**src/rtl/smr_pkg.sv**
```systemverilog
package smr_pkg;
  localparam int unsigned GW       = 17;
  localparam int unsigned FRAC     = 16;
  localparam int unsigned UNITY    = 65536;
  localparam int unsigned STEP_MUL = 58409;  // 10^(-1/20) in Q16

  function automatic int unsigned gain_at(int unsigned k, int unsigned last);
    longint unsigned g;
    g = longint'(UNITY);
    if (k >= last) return 0;
    for (int unsigned i = 0; i < k; i++)
      g = (g * longint'(STEP_MUL) + 64'd32768) >> FRAC;
    return int'(g);
  endfunction
endpackage

```
**src/rtl/smr_gain_rom.sv**
```systemverilog
module smr_gain_rom
  import smr_pkg::*;
#(
  parameter int NSTEPS = 104,
  parameter int LW     = $clog2(NSTEPS + 1)
) (
  input  logic [LW-1:0] lvl_i,
  output logic [GW-1:0] gain_o
);
  logic [GW-1:0] tbl [NSTEPS+1];

  for (genvar k = 0; k <= NSTEPS; k++) begin : g_tbl
    localparam int unsigned GV = gain_at(k, NSTEPS);
    assign tbl[k] = GW'(GV);
  end

  always_comb begin
    if (int'(lvl_i) > NSTEPS) gain_o = '0;
    else                      gain_o = tbl[lvl_i];
  end
endmodule

```
**src/rtl/smr_scale.sv**
```systemverilog
module smr_scale
  import smr_pkg::*;
#(
  parameter int DW = 32
) (
  input  logic [DW-1:0] x_i,
  input  logic [GW-1:0] g_i,
  output logic [DW-1:0] y_o
);
  localparam int PW = DW + GW + 1;
  localparam logic signed [PW-1:0] MAXV = PW'(2 ** (DW - 1) - 1);
  localparam logic signed [PW-1:0] MINV = -MAXV - PW'(1);
  localparam logic signed [PW-1:0] HALF = PW'(1) <<< (FRAC - 1);

  logic signed [PW-1:0] xs, gs, prod, rnd;

  always_comb begin
    xs   = PW'($signed(x_i));
    gs   = PW'($signed({1'b0, g_i}));
    prod = xs * gs;
    rnd  = (prod + HALF) >>> FRAC;
    if (rnd > MAXV)      y_o = MAXV[DW-1:0];
    else if (rnd < MINV) y_o = MINV[DW-1:0];
    else                 y_o = rnd[DW-1:0];
  end
endmodule

```
**src/rtl/smr_zero_det.sv**
```systemverilog
module smr_zero_det #(
  parameter int DW       = 32,
  parameter int ZERO_RUN = 1024,
  parameter int CW       = $clog2(ZERO_RUN + 1)
) (
  input  logic          clk_i,
  input  logic          rst_ni,
  input  logic          valid_i,
  input  logic [DW-1:0] left_i,
  input  logic [DW-1:0] right_i,
  output logic          hit_o
);
  logic [CW-1:0] cnt_q;

  always_ff @(posedge clk_i or negedge rst_ni) begin
    if (!rst_ni) cnt_q <= '0;
    else if (valid_i) begin
      if (left_i != '0 || right_i != '0) cnt_q <= '0;
      else if (cnt_q != CW'(ZERO_RUN))   cnt_q <= cnt_q + CW'(1);
    end
  end

  assign hit_o = (cnt_q == CW'(ZERO_RUN));
endmodule

```
**src/rtl/soft_mute_ramp.sv**
```systemverilog
module soft_mute_ramp
  import smr_pkg::*;
#(
  parameter int DW       = 32,
  parameter int NSTEPS   = 104,
  parameter int ZERO_RUN = 1024
) (
  input  logic          clk_i,
  input  logic          rst_ni,
  input  logic          valid_i,
  input  logic [DW-1:0] left_i,
  input  logic [DW-1:0] right_i,
  input  logic          soft_mute_ni,
  input  logic          clk_err_i,
  output logic          valid_o,
  output logic [DW-1:0] left_o,
  output logic [DW-1:0] right_o,
  output logic          amute_o
);
  localparam int LW = $clog2(NSTEPS + 1);
  localparam logic [LW-1:0] LMAX = LW'(NSTEPS);

  logic [LW-1:0] lvl_q, lvl_d;
  logic          mute_req, zero_hit;
  logic [GW-1:0] gain;
  logic [DW-1:0] in_ch [2];
  logic [DW-1:0] hold_q [2];
  logic [DW-1:0] src [2];
  logic [DW-1:0] scl [2];
  logic [DW-1:0] out_q [2];

  assign mute_req = !soft_mute_ni || clk_err_i;
  assign in_ch[0] = left_i;
  assign in_ch[1] = right_i;

  always_comb begin
    lvl_d = lvl_q;
    if (valid_i) begin
      if (mute_req && lvl_q != LMAX)       lvl_d = lvl_q + LW'(1);
      else if (!mute_req && lvl_q != '0)   lvl_d = lvl_q - LW'(1);
    end
  end

  always_ff @(posedge clk_i or negedge rst_ni) begin
    if (!rst_ni) begin
      lvl_q   <= '0;
      valid_o <= 1'b0;
    end else begin
      lvl_q   <= lvl_d;
      valid_o <= valid_i;
    end
  end

  smr_gain_rom #(.NSTEPS(NSTEPS), .LW(LW)) u_rom (
    .lvl_i (lvl_d),
    .gain_o(gain)
  );

  for (genvar ch = 0; ch < 2; ch++) begin : g_ch
    // last good pair is replayed while a clock error is flagged
    always_ff @(posedge clk_i or negedge rst_ni) begin
      if (!rst_ni)                     hold_q[ch] <= '0;
      else if (valid_i && !clk_err_i)  hold_q[ch] <= in_ch[ch];
    end

    assign src[ch] = clk_err_i ? hold_q[ch] : in_ch[ch];

    smr_scale #(.DW(DW)) u_scale (
      .x_i(src[ch]),
      .g_i(gain),
      .y_o(scl[ch])
    );

    always_ff @(posedge clk_i or negedge rst_ni) begin
      if (!rst_ni)      out_q[ch] <= '0;
      else if (valid_i) out_q[ch] <= scl[ch];
    end
  end

  smr_zero_det #(.DW(DW), .ZERO_RUN(ZERO_RUN)) u_zero (
    .clk_i  (clk_i),
    .rst_ni (rst_ni),
    .valid_i(valid_i),
    .left_i (left_i),
    .right_i(right_i),
    .hit_o  (zero_hit)
  );

  assign left_o  = out_q[0];
  assign right_o = out_q[1];
  assign amute_o = (lvl_q == LMAX) || zero_hit;
endmodule

```
**config.mk**
```make
export PLATFORM = sky130hd
export DESIGN_NAME = soft_mute_ramp
export DESIGN_NICKNAME = d
export VERILOG_FILES = /design/src/rtl/smr_pkg.sv /design/src/rtl/smr_gain_rom.sv /design/src/rtl/smr_scale.sv /design/src/rtl/smr_zero_det.sv /design/src/rtl/soft_mute_ramp.sv
export SDC_FILE = /design/constraint.sdc
export NUM_CORES = 2
export LEC_CHECK = 0
export CORE_ASPECT_RATIO = 0.75
export CORE_UTILIZATION = 55
export CTS_CLUSTER_DIAMETER = 60
export DETAILED_ROUTE_END_ITERATION = 8
export GPL_TIMING_DRIVEN = 0
export PLACE_DENSITY = 0.69
export SLEW_MARGIN = 20
export SYNTH_ARGS = -nofsm -noshare
export SYNTH_HDL_FRONTEND = slang
export SYNTH_SLANG_ARGS = --single-unit
```
**constraint.sdc**
```tcl
create_clock -name clk_i -period 13.1 [get_ports clk_i]
set_input_delay 1.965 -clock clk_i [delete_from_list [all_inputs] [get_ports clk_i]]
set_output_delay 1.965 -clock clk_i [all_outputs]
set_load 0.02 [all_outputs]
```
==> impl_metrics.tcl <==
set metrics [dict create \
    ctsHoldBuffers 0 \
    period_minus_slack_ns 12.90 \
    first_pass_iters 7 \
    ys_seq_elements 147 \
    synth_top_family_by_area "adder cells" \
    cts_tree "yes" \
    worstPathMaxFanout 10 \
    pre_cts_slack_ns -2.10 \
    antenna_found_initial 7 \
    crit_path_end_kind "register" \
    slew_headroom_pct 6.12 \
    post-dp-hpwl_mm 129 \
    dieArea_mm2 0.0850 \
    synthAdderAreaFrac_pct 53.6 \
    skew_ns 0.0123 \
    rr_startpoint "lvl_q[0]" \
    outcome "finished clean" \
    routedWlPerCell_um 24.4 \
    synthXorXnorAreaFrac_pct 1.87 \
    syn_inst 5144 \
    crit_start "soft_mute_ni" \
    grt_pass1_wl_mm 236 \
    worstHoldStart "left_o[7]" \
    grt_usage_pct 38.6 \
    htree_levels 4 \
    final_util_pct 61.0 \
    drc_errors 0 \
    grt_max_degree 57 \
    worstPathArrival_ns 13.31 \
    async_flop_share_pct 100 \
    synthFlopType "dfrtp_1" \
    nets 6739 \
    drt_wl_total_mm 158 \
    syn_area_per_cell_um2 8.96 \
    num-fill-cells 7261 \
    fin_crit_sh_pct 98.5 \
    cts_buffer_depth 2 \
    core_area_mm2 0.0825 \
    clkSinkCount 147 \
    final-setup-viol-count 0 \
    design_area_mm2 0.0504 \
    synth_area_mm2 0.0461 \
    hold_path_class "reg2reg" \
    drt_iter0_drc 4277 \
    io_pins 135 \
    finalWeightedCongestion 1.05 \
    overflow 0 \
    grt_pass1_vias 38000 \
    vias 38100 \
    port_buffers 133 \
    synth_simple_gate_area_share_pct 13.0 \
    crit_type "in2reg" \
    cpMostUsedCell "fa_1" \
    synth_warnings 0 \
    hold_violations 0 \
    insertion_delay_ns 0.53 \
    syn-num-nets 6562 \
    synth_mux_area_share_pct 4.63 \
    rows 91 \
    path_clk_slew_ns 0.07 \
    worst_slack_ns 0.200 \
    drv_cap 0 \
    root_buffer "clkbuf_16" \
    vias_per_cell 5.90 \
    worst_slew_pin_slew_ns 1.37 \
    die_w_um 336 \
    worst_ep_required_time_ns 13.51 \
    synth_compound_area_share_pct 6.82 \
    die_y_um 253 \
    maxSlewViolCount 0 \
    area_growth_pct 9.26 \
    initial_core_util_pct 55.8 \
    worst_path_largest_cell_delay_ns 0.69 \
    multi_input_comb_area_mm2 0.0372 \
    synth_edf_count 0 \
    cts_buffers 17 \
    cp-start-kind "primary input" \
    rsz0062_at_grt "true" \
    yosysSeqAreaShare_pct 7.98 \
    seqCellArea_mm2 0.00368 \
    postRouteAntennaNets 0 \
    netlist-cell-type-count 87 \
    fmax_mhz 77.5 \
    crit_slowest_cell "clkbuf_1" \
    layout-drive-gt1-share_pct 7.33 \
    place_area_mm2 0.0491 \
]
==> timing repair <==
item,4_1_cts,5_1_grt
endpoints found under the setup margin,64,64
buffers inserted,5,13
resized for setup,72,136
pin swaps,4,5
cloned,0,0
==> cell usage in the layout (no fill, tap or decap), types with 29 or more instances in the layout <==
cell / instances
nand4_1: 33
nand2b_1: 34
fa_1: 1040
a21oi_1: 101
mux2i_1: 49
clkbuf_2: 68
mux2_2: 119
nor3_1: 38
a221o_1: 33
ha_1: 306
xor2_1: 38
a21o_1: 72
nor2_1: 666
buf_4: 29
clkdlybuf4s50_1: 131
inv_1: 1241
dfrtp_1: 147
o21ai_0: 60
clkbuf_1: 91
xnor2_1: 51
nand2_1: 546
==> synthesized netlist by cell type (63+ instances only) <==
cell	instances	area [um^2]
mux2i_1	68	681
o21ai_0	63	315
fa_1	1040	20800
nand2_1	546	2050
a21oi_1	107	536
clkbuf_1	185	694
dfrtp_1	147	3680
nor2_1	674	2530
mux2_2	119	1340
a21o_1	72	541
inv_1	1243	4670
ha_1	309	3870
==> per-layer routing <==
metal / vias to the layer above / track usage, % / wire (um)
met4: 16 / 18.7 / 8920
li1: 15900 / - / -
met5: - / 2.24 / 343
met2: 2428 / 53.8 / 64200
met1: 19300 / 50.7 / 59100
met3: 497 / 17.5 / 25200
==> final timing paths <==
path                                    to  slack (ns)  cells after the start
hold reg to reg                  left_o[7]        0.49                      1
max in group asynchronous      right_o[23]       10.77                      3
setup / recovery               right_o[29]        0.20                     41
hold / removal                   left_o[7]        0.49                      1
setup reg to reg               right_o[29]        1.22                     43
min in group asynchronous  u_zero.cnt_q[7]        1.32                      1
==> cell families (layout without fill, tap and decap cells) <==
kind of cell             count (synthesis)  count (layout)
AND/OR/NAND/NOR                       1454            1454
flip-flops                             147             147
AO/OA/AOI/OAI                          440             440
buffers and inverters                 1462            1652
multiplexers                           197             197
adder cells (fa/ha/maj)               1349            1349
XOR/XNOR                                95              95
other                                    0               6
==> state kept, by name (all words and copies together), names as in the netlist <==
register and flops:
u_zero.cnt_q 11, lvl_q 7, hold_q 64, right_o 32, valid_o 1, left_o 32
==> worst max-delay path: cells and delay by family <==
kind / cells / cell delay [ns]
adder cells (fa/ha/maj): 8 / 3.53
XOR/XNOR: 1 / 0.27
buffers and inverters: 9 / 2.05
AND/OR/NAND/NOR: 9 / 2.15
AO/OA/AOI/OAI: 14 / 3.28
==> stage by stage <==
stage / setup TNS, ns / hold WS (ns) / cells
after floorplan: 0 / 0.496 / 5144
after global placement: -181.16 / 0.471 / 6393
after detailed placement: -121.40 / 0.472 / 6405
after CTS: 0 / 0.492 / 6437
after global routing: -1.15 / 0.514 / 6450
final: 0 / 0.489 / 6456
==> layout make-up <==
cell class | count | area share (%)
Clock inverter | 14 | 0.450
Buffer | 210 | 2.14
Tap cell | 1116 | 2.77
Timing Repair Buffer | 163 | 3.32
Sequential cell | 147 | 7.30
Multi-Input combinational cell | 3535 | 73.8
Antenna cell | 6 | 0.0298
Clock buffer | 18 | 0.872
Inverter | 1247 | 9.29
Power is left out: the tool's default activity adds up to more than one toggle a clock period on the data nets, which glitch-free logic cannot reach.
